===== src/rtl/edo_dram_pkg.sv =====
// Shared types for the EDO DRAM controller.
package edo_dram_pkg;

    // Sequencer states of the controller
    typedef enum logic [2:0] {
        ST_IDLE,     // page closed, precharged
        ST_RCD,      // row open, waiting row-to-column delay
        ST_COL,      // column address and write controls set up, strobes high
        ST_CAS,      // column strobes low
        ST_PAGE,     // page open, column strobes high
        ST_PRE,      // row strobe high, counting precharge
        ST_REF_CAS,  // refresh: column strobes low ahead of row strobe
        ST_REF_RAS   // refresh: row strobe low
    } ctrl_state_e;

endpackage


===== src/rtl/edo_addr_split.sv =====
// Splits a host word address into row and column and zero-extends each
// to the width of the multiplexed DRAM address bus.
// Assumes the row sits in the upper address bits.
module edo_addr_split #(
    parameter int ROW_W = 8,
    parameter int COL_W = 8,
    parameter int PIN_W = 8
) (
    input  logic [ROW_W+COL_W-1:0] addr,
    output logic [ROW_W-1:0]       row,
    output logic [PIN_W-1:0]       row_pin,
    output logic [PIN_W-1:0]       col_pin
);

    // Slice and pad the two address phases
    always_comb begin
        row                  = addr[ROW_W+COL_W-1:COL_W];
        row_pin              = '0;
        row_pin[ROW_W-1:0]   = addr[ROW_W+COL_W-1:COL_W];
        col_pin              = '0;
        col_pin[COL_W-1:0]   = addr[COL_W-1:0];
    end

endmodule


===== src/rtl/edo_refresh_timer.sv =====
// Free-running refresh interval timer. Raises a pending flag once every
// REF_CYCLES clocks and holds it until the sequencer acknowledges.
// Assumes the acknowledge is a single-cycle pulse.
module edo_refresh_timer #(
    parameter int REF_CYCLES = 1560
) (
    input  logic clk,
    input  logic rst_n,
    input  logic ref_ack,
    output logic ref_pend
);

    localparam int CNT_W = (REF_CYCLES > 1) ? $clog2(REF_CYCLES) : 1;

    logic [CNT_W-1:0] interval_cnt;

    // Count the interval and set or clear the pending flag
    always_ff @(posedge clk) begin
        if (!rst_n) begin
            interval_cnt <= '0;
            ref_pend     <= 1'b0;
        end else begin
            if (int'(interval_cnt) == REF_CYCLES - 1) begin
                interval_cnt <= '0;
                ref_pend     <= 1'b1;
            end else begin
                interval_cnt <= interval_cnt + 1'b1;
                if (ref_ack) begin
                    ref_pend <= 1'b0;
                end
            end
        end
    end

    AST_ACK_ONLY_WHEN_DUE: assert property (@(posedge clk) disable iff (!rst_n)
        ref_ack |-> ref_pend);

endmodule


===== src/rtl/edo_rd_capture.sv =====
// Captures DRAM read data on a strobe from the sequencer, zeroes the
// byte lanes whose enable is clear, and emits a one-cycle valid.
// Assumes capture strobes are never on consecutive cycles.
module edo_rd_capture #(
    parameter int DATA_W = 16,
    parameter int LANE_W = 8
) (
    input  logic                       clk,
    input  logic                       rst_n,
    input  logic                       cap_en,
    input  logic [DATA_W/LANE_W-1:0]   lane_en,
    input  logic [DATA_W-1:0]          dq_in,
    output logic                       rsp_valid,
    output logic [DATA_W-1:0]          rsp_rdata
);

    localparam int LANES = DATA_W / LANE_W;

    // Valid strobe follows the capture by one cycle
    always_ff @(posedge clk) begin
        if (!rst_n) begin
            rsp_valid <= 1'b0;
        end else begin
            rsp_valid <= cap_en;
        end
    end

    for (genvar g = 0; g < LANES; g++) begin : g_lane
        // Register one byte lane, forced to zero when not enabled
        always_ff @(posedge clk) begin
            if (!rst_n) begin
                rsp_rdata[g*LANE_W +: LANE_W] <= '0;
            end else if (cap_en) begin
                rsp_rdata[g*LANE_W +: LANE_W] <= lane_en[g] ? dq_in[g*LANE_W +: LANE_W] : '0;
            end
        end
    end

    AST_RSP_SINGLE_PULSE: assert property (@(posedge clk) disable iff (!rst_n)
        rsp_valid |=> !rsp_valid);

endmodule


===== src/rtl/edo_dram_ctrl.sv =====
// EDO page-mode DRAM controller. Accepts single word/byte requests,
// opens rows, runs column cycles with per-lane strobes, keeps the page
// open for row hits, and interleaves CAS-before-RAS refresh.
// Assumes: T_RDLAT in 1..T_CAS, all timing parameters at least 1,
// and all DRAM outputs registered so the pins change only on clock edges.
module edo_dram_ctrl
    import edo_dram_pkg::*;
#(
    parameter int ROW_W      = 8,
    parameter int COL_W      = 8,
    parameter int DATA_W     = 16,
    parameter int LANE_W     = 8,
    parameter int T_RP       = 3,
    parameter int T_RCD      = 2,
    parameter int T_CAS      = 2,
    parameter int T_CP       = 1,
    parameter int T_PC       = 2,
    parameter int T_RC       = 6,
    parameter int T_RDLAT    = 2,
    parameter int REF_CYCLES = 1560,
    localparam int ADDR_W    = ROW_W + COL_W,
    localparam int LANES     = DATA_W / LANE_W,
    localparam int PIN_W     = (ROW_W > COL_W) ? ROW_W : COL_W
) (
    input  logic              clk,
    input  logic              rst_n,
    input  logic              req_valid,
    output logic              req_ready,
    input  logic              req_write,
    input  logic [ADDR_W-1:0] req_addr,
    input  logic [LANES-1:0]  req_be,
    input  logic [DATA_W-1:0] req_wdata,
    output logic              rsp_valid,
    output logic [DATA_W-1:0] rsp_rdata,
    output logic [PIN_W-1:0]  dram_addr,
    output logic              dram_ras_n,
    output logic [LANES-1:0]  dram_cas_n,
    output logic              dram_we_n,
    output logic              dram_oe_n,
    output logic [DATA_W-1:0] dram_dq_out,
    output logic              dram_dq_oe,
    input  logic [DATA_W-1:0] dram_dq_in
);

    // Derived timing: column precharge covers both tCP and the page cycle
    localparam int CP_PC   = (T_PC > T_CAS) ? (T_PC - T_CAS) : 0;
    localparam int CP_A    = (T_CP > CP_PC) ? T_CP : CP_PC;
    localparam int CP_EFF  = (CP_A > 2) ? CP_A : 2;
    localparam int RAS_MIN = (T_RC > T_RP + 1) ? (T_RC - T_RP) : 1;
    localparam int RCD_HLD = (T_RCD > 2) ? (T_RCD - 2) : 0;
    localparam int M1      = (T_RP > RAS_MIN) ? T_RP : RAS_MIN;
    localparam int M2      = (T_CAS > CP_EFF) ? T_CAS : CP_EFF;
    localparam int CNT_MAX = (M1 > M2) ? M1 : M2;
    localparam int TMR_W   = $clog2(CNT_MAX + 1);
    localparam int RC_W    = $clog2(T_RC + 1);

    ctrl_state_e        state;
    logic [TMR_W-1:0]   tmr;
    logic [RC_W-1:0]    rc_cnt;
    logic [ROW_W-1:0]   open_row;
    logic [PIN_W-1:0]   cur_col;
    logic [LANES-1:0]   cur_be;
    logic               cur_write;
    logic [DATA_W-1:0]  cur_wdata;

    logic [ROW_W-1:0]   req_row;
    logic [PIN_W-1:0]   req_row_pin;
    logic [PIN_W-1:0]   req_col_pin;
    logic               ref_pend;
    logic               ref_ack;
    logic               rc_ok;
    logic               row_hit;
    logic               page_free;
    logic               accept_idle;
    logic               accept_page;
    logic               ras_open;
    logic               cap_en;

    edo_addr_split #(
        .ROW_W  (ROW_W),
        .COL_W  (COL_W),
        .PIN_W  (PIN_W)
    ) u_split (
        .addr    (req_addr),
        .row     (req_row),
        .row_pin (req_row_pin),
        .col_pin (req_col_pin)
    );

    edo_refresh_timer #(
        .REF_CYCLES (REF_CYCLES)
    ) u_ref (
        .clk      (clk),
        .rst_n    (rst_n),
        .ref_ack  (ref_ack),
        .ref_pend (ref_pend)
    );

    edo_rd_capture #(
        .DATA_W (DATA_W),
        .LANE_W (LANE_W)
    ) u_cap (
        .clk       (clk),
        .rst_n     (rst_n),
        .cap_en    (cap_en),
        .lane_en   (cur_be),
        .dq_in     (dram_dq_in),
        .rsp_valid (rsp_valid),
        .rsp_rdata (rsp_rdata)
    );

    // Acceptance and strobe decisions
    always_comb begin
        rc_ok       = int'(rc_cnt) >= T_RC;
        row_hit     = (req_row == open_row);
        page_free   = (state == ST_PAGE) && (tmr == '0);
        req_ready   = ((state == ST_IDLE) && !ref_pend && rc_ok) ||
                      (page_free && !ref_pend && row_hit);
        accept_idle = req_valid && (state == ST_IDLE) && !ref_pend && rc_ok;
        accept_page = req_valid && page_free && !ref_pend && row_hit;
        ras_open    = accept_idle || (state == ST_REF_CAS);
        ref_ack     = (state == ST_REF_CAS);
        cap_en      = (state == ST_CAS) && !cur_write &&
                      (tmr == TMR_W'(T_CAS - T_RDLAT));
    end

    // Row cycle counter: cycles since the last row strobe fall, saturating
    always_ff @(posedge clk) begin
        if (!rst_n) begin
            rc_cnt <= RC_W'(T_RC);
        end else if (ras_open) begin
            rc_cnt <= RC_W'(1);
        end else if (int'(rc_cnt) < T_RC) begin
            rc_cnt <= rc_cnt + 1'b1;
        end
    end

    // Main sequencer with registered DRAM pins
    always_ff @(posedge clk) begin
        if (!rst_n) begin
            state       <= ST_IDLE;
            tmr         <= '0;
            open_row    <= '0;
            cur_col     <= '0;
            cur_be      <= '0;
            cur_write   <= 1'b0;
            cur_wdata   <= '0;
            dram_addr   <= '0;
            dram_ras_n  <= 1'b1;
            dram_cas_n  <= '1;
            dram_we_n   <= 1'b1;
            dram_oe_n   <= 1'b1;
            dram_dq_out <= '0;
            dram_dq_oe  <= 1'b0;
        end else begin
            case (state)
                ST_IDLE: begin
                    if (ref_pend && rc_ok) begin
                        dram_cas_n <= '0;
                        state      <= ST_REF_CAS;
                    end else if (accept_idle) begin
                        open_row   <= req_row;
                        cur_col    <= req_col_pin;
                        cur_be     <= req_be;
                        cur_write  <= req_write;
                        cur_wdata  <= req_wdata;
                        dram_addr  <= req_row_pin;
                        dram_ras_n <= 1'b0;
                        tmr        <= TMR_W'(RCD_HLD);
                        state      <= ST_RCD;
                    end
                end
                ST_RCD: begin
                    if (tmr != '0) begin
                        tmr <= tmr - 1'b1;
                    end else begin
                        dram_addr   <= cur_col;
                        dram_we_n   <= !cur_write;
                        dram_oe_n   <= cur_write;
                        dram_dq_out <= cur_wdata;
                        dram_dq_oe  <= cur_write;
                        state       <= ST_COL;
                    end
                end
                ST_COL: begin
                    dram_cas_n <= ~cur_be;
                    tmr        <= TMR_W'(T_CAS - 1);
                    state      <= ST_CAS;
                end
                ST_CAS: begin
                    if (tmr != '0) begin
                        tmr <= tmr - 1'b1;
                    end else begin
                        dram_cas_n <= '1;
                        dram_we_n  <= 1'b1;
                        dram_oe_n  <= 1'b1;
                        dram_dq_oe <= 1'b0;
                        tmr        <= TMR_W'(CP_EFF - 2);
                        state      <= ST_PAGE;
                    end
                end
                ST_PAGE: begin
                    if (tmr != '0) begin
                        tmr <= tmr - 1'b1;
                    end else if (ref_pend || (req_valid && !row_hit)) begin
                        if (int'(rc_cnt) >= RAS_MIN) begin
                            dram_ras_n <= 1'b1;
                            tmr        <= TMR_W'(T_RP - 1);
                            state      <= ST_PRE;
                        end
                    end else if (accept_page) begin
                        cur_be      <= req_be;
                        cur_write   <= req_write;
                        dram_addr   <= req_col_pin;
                        dram_we_n   <= !req_write;
                        dram_oe_n   <= req_write;
                        dram_dq_out <= req_wdata;
                        dram_dq_oe  <= req_write;
                        state       <= ST_COL;
                    end
                end
                ST_PRE: begin
                    if (tmr != '0) begin
                        tmr <= tmr - 1'b1;
                    end else begin
                        state <= ST_IDLE;
                    end
                end
                ST_REF_CAS: begin
                    dram_ras_n <= 1'b0;
                    tmr        <= TMR_W'(RAS_MIN - 1);
                    state      <= ST_REF_RAS;
                end
                ST_REF_RAS: begin
                    if (tmr != '0) begin
                        tmr <= tmr - 1'b1;
                    end else begin
                        dram_ras_n <= 1'b1;
                        dram_cas_n <= '1;
                        tmr        <= TMR_W'(T_RP - 1);
                        state      <= ST_PRE;
                    end
                end
                default: state <= ST_IDLE;
            endcase
        end
    end

    AST_REF_BLOCKS_HOST: assert property (@(posedge clk) disable iff (!rst_n)
        ref_pend |-> !req_ready);

    AST_CBR_CAS_FIRST: assert property (@(posedge clk) disable iff (!rst_n)
        ($fell(dram_ras_n) && (dram_cas_n != '1)) |-> (($past(dram_cas_n) == '0) && dram_we_n));

    AST_EARLY_WRITE: assert property (@(posedge clk) disable iff (!rst_n)
        (($past(dram_cas_n) == '1) && (dram_cas_n != '1) && !dram_we_n) |-> ($past(!dram_we_n) && dram_dq_oe));

    AST_RC_SPACING: assert property (@(posedge clk) disable iff (!rst_n)
        $fell(dram_ras_n) |-> (int'($past(rc_cnt)) >= T_RC));

    AST_LANE_MASK: assert property (@(posedge clk) disable iff (!rst_n)
        (state == ST_CAS) |-> (dram_cas_n == ~cur_be));

endmodule


===== config.mk =====
export PLATFORM = sky130hd
export DESIGN_NAME = edo_dram_ctrl
export DESIGN_NICKNAME = d
export VERILOG_FILES = /design/src/rtl/edo_dram_pkg.sv /design/src/rtl/edo_addr_split.sv /design/src/rtl/edo_refresh_timer.sv /design/src/rtl/edo_rd_capture.sv /design/src/rtl/edo_dram_ctrl.sv
export SDC_FILE = /design/constraint.sdc
export NUM_CORES = 1
export LEC_CHECK = 0
export CORE_MARGIN = 2
export CORE_UTILIZATION = 45
export DETAILED_ROUTE_END_ITERATION = 10
export GPL_ROUTABILITY_DRIVEN = 0
export PLACE_DENSITY_LB_ADDON = 0.3
export REMOVE_ABC_BUFFERS = 1
export SYNTH_ARGS = -nofsm -noshare
export SYNTH_HDL_FRONTEND = slang
export SYNTH_SLANG_ARGS = --single-unit

===== constraint.sdc =====
create_clock -name clk -period 4 [get_ports clk]
set_clock_uncertainty 0.05 [all_clocks]
set_input_delay 0.6 -clock clk [delete_from_list [all_inputs] [get_ports clk]]
set_output_delay 0.6 -clock clk [all_outputs]
set_load 0.01 [all_outputs]

# Yosys cells after proc, flatten, opt, wreduce, memory -nomap -nowiden
# Cells that the tools add are included.
# totals
ff_bits,102
input_bits,54
wordCells,171
output_inout_bits,48
# op_classes
n_reduce_logical,45
order_cmp,3
addsub,3
n_eq_ne,28
bitwise_logic,3
n_mux,69
# op_table
cell,count
two-way mux 16 bit,4
two-way mux 8 bit,8
two-way mux 3 bit,12
case mux 16 bit (2 select lines),1
two-way mux 2 bit,15
case mux 3 bit (8 select lines),1
case mux 8 bit (3 select lines),1
"!= test 2 bit, second input constant",10
two-way mux 1 bit,19
logical AND 1 bit,15
case mux 2 bit (7 select lines),1
AND reduction 7 bit,2
"== test 3 bit, second input constant",4
AND reduction 6 bit,2
"adder 11 x 1 -> 11 bit, second input constant",1
"== test 11 x 10 -> 1 bit, second input constant",1
AND reduction 5 bit,2
nonzero test 2 bit,5
"!= test 3 x 2 -> 1 bit, second input constant",3
case mux 1 bit (3 select lines),3
nonzero test 3 bit,3
== test 8 bit,1
"!= test 2 x 1 -> 1 bit, second input constant",4
AND reduction 8 bit,1
21 further kinds,32

# Logic depth before layout (Yosys ltp)
# Gate-level depths: netlist (run 1).
# depth
word_depth,9
ltp_mapped,10
depth_no_buf,8

# Cells and area by module
# From an unflattened synthesis (run 1), not the netlist that was laid out.
# unflattened
hier_cells,615
area_unflattened_um2,5146.2
# modules_own_cells
module,area_per_inst_um2,seq_area_each_um2,cells_per_inst,n_inst
edo_dram_ctrl,3733.6,1461.4,459,1
edo_rd_capture,698.2,340.3,75,1
edo_refresh_timer,534.3,240.2,57,1
edo_addr_split,180.2,0.0,24,1

# Worst setup path before layout (run 1)
# OpenSTA, ideal clock, no wires.
# synth_path
kind,input to output
startpoint,input req_addr[12]
endpoint,output req_ready
cell_stages,5
path_buffers,0
required_ns,3.350
t_arrival_ns,1.885
slack_ns,1.465
path_cell_list,xnor2_1 nand4_1 nor2_1 nand3_1 a2111oi_0
# synth_between
elab_chain_len,3
# synth_rtl
item,line,text
start: declaration,edo_dram_ctrl.sv:30,"input logic [ADDR_W-1:0] req_addr,"
== test 8 bit,edo_dram_ctrl.sv:115,row_hit = (req_row == open_row);
logical AND 1 bit,edo_dram_ctrl.sv:118,(page_free && !ref_pend && row_hit);
logical OR 1 bit,edo_dram_ctrl.sv:117,req_ready = ((state == ST_IDLE) && !ref_pend && rc_ok) ||
end: declaration,edo_dram_ctrl.sv:28,"output logic req_ready,"
# No other way between the ends.

# Worst setup path after layout (run 1)
# layout_path
startpoint,input req_addr[8]
endpoint,output req_ready
# Same word-level chain as after synthesis.

==> results of run 1 <==
## routing by layer
metal  wire (µm)  part of all wire
met3         712             0.063
met5           0                 0
met2        5379              0.48
met4         129             0.012
met1        4994              0.45
## layout make-up
cell class,instances,share of cell area
Inverter,10,0.006467
Clock inverter,5,0.01401
Timing Repair Buffer,109,0.1845
Multi-Input combinational cell,402,0.3902
Tap cell,133,0.02867
Clock buffer,11,0.02436
Sequential cell,102,0.3518
## cell families (layout without fill, tap and decap cells)
logic type | after synthesis | in the layout | share of synthesized area
compound gates | 148 | 148 | 0.2179
xor+xnor | 15 | 15 | 0.02934
fa+ha+maj | 7 | 7 | 0.01956
buf+inv | 45 | 135 | 0.03912
flops | 102 | 102 | 0.4560
mux | 12 | 12 | 0.02682
simple gates | 220 | 220 | 0.2112
## synthesized netlist by cell type, drive strengths merged, types with 10 or more instances
library cell / number
nand2: 122
dfxtp: 102
a21oi: 56
nor2: 53
clkbuf: 27
o21ai: 17
o22ai: 17
a22o: 16
a311oi: 16
nand3: 13
mux2i: 12
xnor2: 11
inv: 10
## sequential cells by signal, summed over array words and instances (netlist names), 3 cells and up
register	count
u_cap.rsp_rdata	16
cur_wdata	16
rc_cnt	3
state	3
cur_col	8
open_row	8
dram_addr	8
dram_dq_out	16
u_ref.interval_cnt	11
## power breakdown
part / switching, mW / internal (mW)
Clock: 0.360 / 0.371
Combinational: 0.924 / 0.761
Sequential: 0.221 / 1.26
## worst max-delay path by stage
stage                      start             end  slack (ps)  cells past startpoint
finish               req_addr[8]       req_ready         390                      7
global route        req_addr[10]       req_ready         210                      7
CTS                  req_addr[8]       req_ready         400                      7
detailed placement  req_addr[14]       req_ready         440                      7
global placement     req_addr[8]       req_ready         450                      7
floorplan               state[0]  dram_dq_out[0]        1110                      6
## worst register-to-register path, stage by stage (launching register included)
cell     delay (ps)
dfxtp_1        1030
or3b_1          650
buf_4           340
a21oi_1          60
a31o_2          310
a21oi_1         160
o221a_2         200
==> key figures, run 1 <==
Clock tree
  – Worst-path clk slew: 90 ps
  – Clock latency on the worst-skew pair: about 390 ps
  – Post-CTS Resized: 0
  – Cts hold-fix bufs: 0
  – Max Buffers Root-to-Sink: 2
  – H-tree levels: 3
  – Setup Buffers After CTS: 0
  – CTS tree: done
  – CTS buffer count: 9
  – CTS root buffer: clkbuf_8
  – # clock sinks: between 100 and 150

Layout
  – Register Area: between 2000 and 2500 µm²
  – FILL cells: 871
  – Layout area overhead: 29.62%
  – Most common cell after layout, fill and taps aside: nand2_1
  – Post-layout util: 0.5966
  – Post-Layout Cell Count: about 770
  – Multi-input gate area: about 2300 µm²
  – Nets: 695
  – Antenna cells: 0
  – Share of post-route cells with drive strength above 1: 0.05164
  – Design area: 5804 µm²
  – Commonest non-fill, non-tap cells in the layout: 122 x nand2_1, 102 x dfxtp_1, 101 x clkdlybuf4s50_1, 55 x a21oi_1, 53 x nor2_1

STA
  – Fin crit share: 0.9025
  – Fin. Hold Viols: 0
  – Max transition margin: 0.2939
  – Final setup violation count: 0
  – Final hold slack: 409.4 ps
  – Count of pins over their slew limit: 0
  – Tmin final: about 3600 ps
  – Max Fclk: 277.0 MHz
  – Worst slew pin tran: about 1100 ps
  – Unrepaired setup endpoints after global routing: false
  – Final WS setup: 390.1 ps
  – Setup TNS: 0 ps

Power
  – Total power: approximately 3.9 mW
  – Peak VDD IR: around 500 µV
  – Leak Pwr: between 2 and 2.5 nW
  – PwrDens: slightly below 700 nW/µm²

Place
  – # port buffers: approximately 100
  – Cells after DPL: 756
  – Placed standard-cell area: approximately 5600 µm²
  – Pre-CTS setup slack: around 440 ps
  – Final HPWL DP: 7.681 mm

Logic synthesis
  – Syn_area_per_cell: about 8.2 µm²
  – Post-synth cell types: 49
  – Mapped cell area: between 4000 and 5000 µm²
  – Seq cells post-synth: slightly above 100
  – Asr flop ratio synth: 0
  – Post-synth EDFFs: 0
  – Synth area leaders: dfxtp_1 46%, nand2_1 10%, a21oi_1 6.3%
  – Cells after Synth: between 500 and 600
  – Yosys warning count: 0
  – Predominant post-synthesis flop cell: dfxtp_1
  – Leading area contributor after synthesis: dfxtp_1
  – Register area share after synthesis: 0.4560
  – Yosys top cell area share: 0.4560

Global route
  – Met3 Track Usage GR: 0.05853
  – GR Overflow Total: 0
  – First-pass GRT wire length: about 19 mm
  – Largest net degree at the start of global routing: 42
  – Vias in the first global route: slightly below 4000
  – GR Util met1: 0.2633
  – Global routing's busiest layer: met2
  – Global-route met2 utilization: 0.3444
  – GR Util All Layers: 0.2084
  – Initial antenna violation count: 0

Drt
  – Via count: 4214
  – Post-route DRC: 0
  – Routed WL: between 10 and 15 mm
  – Initial DRC Count: around 280
  – DR vias/cell: around 5.5
  – Detail Route Antenna Nets: 0
  – Routed len/inst: ~15 µm
  – DR pass1 iterations: 5

Job
  – Max-cap violation count: 0

Worst hold path
  – Hold path depth: 2
  – Hold Crit Class: register to register
  – Hold worst-path end: cur_wdata[4]
  – Worst Hold Launch: cur_wdata[4]

Worst setup path
  – Crit-path max FO: 4
  – CP Cell Sequence: clkdlybuf4s50_1, xnor2_1, nand4_1, nor2_1, nand3_1, a2111oi_0, clkdlybuf4s50_1
  – R2R Path Start: state[0]
  – Crit path DAT: about 3000 ps
  – Worst Path Buf+Inv: 2
  – CP top delay family: buffers and inverters
  – WP data required: between 3000 and 4000 ps
  – Setup crit start kind: input port
  – Crit path max-delay cell type: clkdlybuf4s50_1
  – Crit path top cell by count: clkdlybuf4s50_1
  – Crit end category: output port
  – Terminus of the critical flop-to-flop path: state[1]
  – R2R depth: 6
  – Kind of critical path: input port to output port
  – Reg2reg setup slack: ~1200 ps
  – CP peak stage delay: ~640 ps

Floorplan
  – Die Height: just over 100 µm
  – Initial Util: 0.4603
  – IO Pins: between 100 and 150
  – # rows: 36
  – Die Wd: about 100 µm
  – Die ar.: roughly 11000 µm²
  – Core area: approximately 9700 µm²

Outcome
  – Status: complete, no violations
Note: power is estimated with default switching activity, not from simulation.
==> run 2: changes to the inputs <==
Settings changed: CTS_CLUSTER_SIZE set to 16.
==> results of run 2 <==
No change in the layout: final DEF, timing and power equal those of run 1.
==> run 3: changes to the inputs <==
Settings changed: CORE_UTILIZATION 45 to 30.
==> key figures, run 3 (synthesis results as in run 1) <==
Global route
  – Largest net degree at the start of global routing: 64 (+52%)
  – First-pass GRT wire length: 20.12 mm (+8.4%)
  – Initial antenna violation count: 0 (unchanged)
  – GR Util All Layers: 0.1533 (-0.05508)
  – Vias in the first global route: 4190 (+7.1%)
  – GR Overflow Total: 0 (unchanged)

Floorplan
  – # rows: 44 (+22%)
  – Initial Util: 0.3081 (-0.1522)
  – Die Wd: 126.2 µm (+22%)
  – Die Height: 126.2 µm (+22%)
  – IO Pins: 102 (unchanged)
  – Die ar.: 15920 µm² (+48%)
  – Core area: 14530 µm² (+49%)

STA
  – Max Fclk: 262.1 MHz (-5.4%)
  – Unrepaired setup endpoints after global routing: false
  – Final setup violation count: 0 (unchanged)
  – Fin. Hold Viols: 0 (unchanged)
  – Worst slew pin tran: 1053 ps (-4.552 ps)
  – Final WS setup: 184.2 ps (-205.9 ps)
  – Count of pins over their slew limit: 0 (unchanged)
  – Fin crit share: 0.9540 (+0.05147)
  – Tmin final: 3816 ps (+205.9 ps)
  – Max transition margin: 0.2953 (+0.001405)
  – Setup TNS: 0 ps (unchanged)

Worst setup path
  – Crit path DAT: 3170 ps (+210 ps)
  – Kind of critical path: input port to output port
  – Critical Path Start: req_addr[11]
  – R2R Path Start: state[2]
  – Reg2reg setup slack: 1320 ps (+160 ps)
  – Terminus of the critical flop-to-flop path: dram_we_n
  – Crit end category: output port
  – WP data required: 3350 ps (about the same)
  – R2R depth: 5 (-1)
  – Crit-path max FO: 4 (unchanged)
  – Setup crit start kind: input port
  – Critical path destination: req_ready

Layout
  – Antenna cells: 0 (unchanged)
  – Nets: 697 (+0.29%)
  – Share of post-route cells with drive strength above 1: 0.05616 (+0.004519)
  – Layout area overhead: 34.06%
  – Most common cell after layout, fill and taps aside: nand2_1
  – Largest registers: cur_wdata: 16 flops, dram_dq_out: 16 flops, u_cap.rsp_rdata: 16 flops
  – Commonest non-fill, non-tap cells in the layout: 122 x nand2_1, 102 x dfxtp_1, 101 x clkdlybuf4s50_1, 55 x a21oi_1, 53 x nor2_1
  – FILL cells: 1438 (+65%)

Drt
  – Post-route DRC: 0 (unchanged)
  – Routed WL: 12.04 mm (+7.4%)
  – DR vias/cell: 5.193 (-4.9%)
  – DR pass1 iterations: 7 (+2)
  – Via count: 4284 (+1.7%)
  – Initial DRC Count: 250 (-10%)
  – Routed len/inst: 14.60 µm (+0.47%)
  – Detail Route Antenna Nets: 0 (unchanged)

Power
  – Total power: 4.196 mW (+7.5%)
  – Peak VDD IR: 320.4 µV (-36%)
  – PwrDens: 698.9 nW/µm² (+4.0%)
  – Leak Pwr: 2.171 nW (+3.1%)

Clock tree
  – Post-CTS Resized: 0 (unchanged)
  – CTS tree: done
  – H-tree levels: 3 (unchanged)
  – Cts hold-fix bufs: 0 (unchanged)
  – Worst-path clk slew: 70 ps (-20 ps)
  – CTS buffer count: 9 (unchanged)
  – Setup Buffers After CTS: 0 (unchanged)
  – Max Buffers Root-to-Sink: 2 (unchanged)
  – CTS root buffer: clkbuf_16
  – # clock sinks: 102 (unchanged)
  – Clock latency on the worst-skew pair: 350 ps (-40 ps)

Place
  – # port buffers: 101 (unchanged)
  – Final HPWL DP: 8.294 mm (+8.0%)
  – Pre-CTS setup slack: 187.5 ps (-256.7 ps)

Outcome
  – Status: complete, no violations

Job
  – Max-cap violation count: 0 (unchanged)

Worst hold path
  – Hold Crit Class: register to register
-- run 3: routing by layer --
| metal | share of wire | vias up | global-route usage |
|---|---|---|---|
| li1 | - | 2104 | - |
| met1 | 0.45 | 1997 | 0.1973 |
| met2 | 0.46 | 169 | 0.2505 |
| met3 | 0.078 | 14 | 0.03696 |
| met4 | 0.014 | 0 | 0.05559 |
| met5 | 0 | - | 0 |
-- run 3: worst min-delay path by stage --
stage	from	end	slack (ps)	depth (start not counted)
3_5_place_dp	u_ref.interval_cnt[0]	u_ref.interval_cnt[0]	400	1
5_1_grt	u_ref.interval_cnt[0]	u_ref.interval_cnt[0]	430	1
2_1_floorplan	u_ref.interval_cnt[0]	u_ref.interval_cnt[0]	370	1
3_3_place_gp	u_ref.interval_cnt[0]	u_ref.interval_cnt[0]	380	1
4_1_cts	cur_wdata[2]	cur_wdata[2]	410	2
6_report	u_ref.interval_cnt[0]	u_ref.interval_cnt[0]	410	1
-- run 3: critical path, stage by stage --
cell	delay (ps)
clkdlybuf4s50_1	570
xnor2_1	170
nand4_1	220
nor2_1	220
nand3_1	90
a2111oi_0	630
clkdlybuf4s50_1	650
-- run 3: report_power, final --
part | switching, mW | internal, mW | total [mW]
registers | 0.177 | 1.27 | 1.44
clock network | 0.407 | 0.577 | 0.984
logic | 0.999 | 0.770 | 1.77
-- run 3: cell type report --
type / count / area (µm²) / share of cell area
multi-input combinational: 402 / 2265 / 0.3772
sequential: 102 / 2042 / 0.3401
timing repair buffer: 111 / 1086 / 0.1809
clock buffer: 10 / 239.0 / 0.03981
tap: 184 / 230.2 / 0.03835
clock inverter: 6 / 103.9 / 0.01730
inverter: 10 / 37.54 / 0.006253
-- run 3: through the flow --
step	cells	hold slack, ps	area, µm²	utilization
global placement	809	378.9	5660	0.3895
detailed placement	809	397.8	5660	0.3895
finish	825	405.3	6003	0.4131
global route	825	426.7	6003	0.4131
CTS	825	408.8	6003	0.4131
floorplan	514	367.5	4340	-
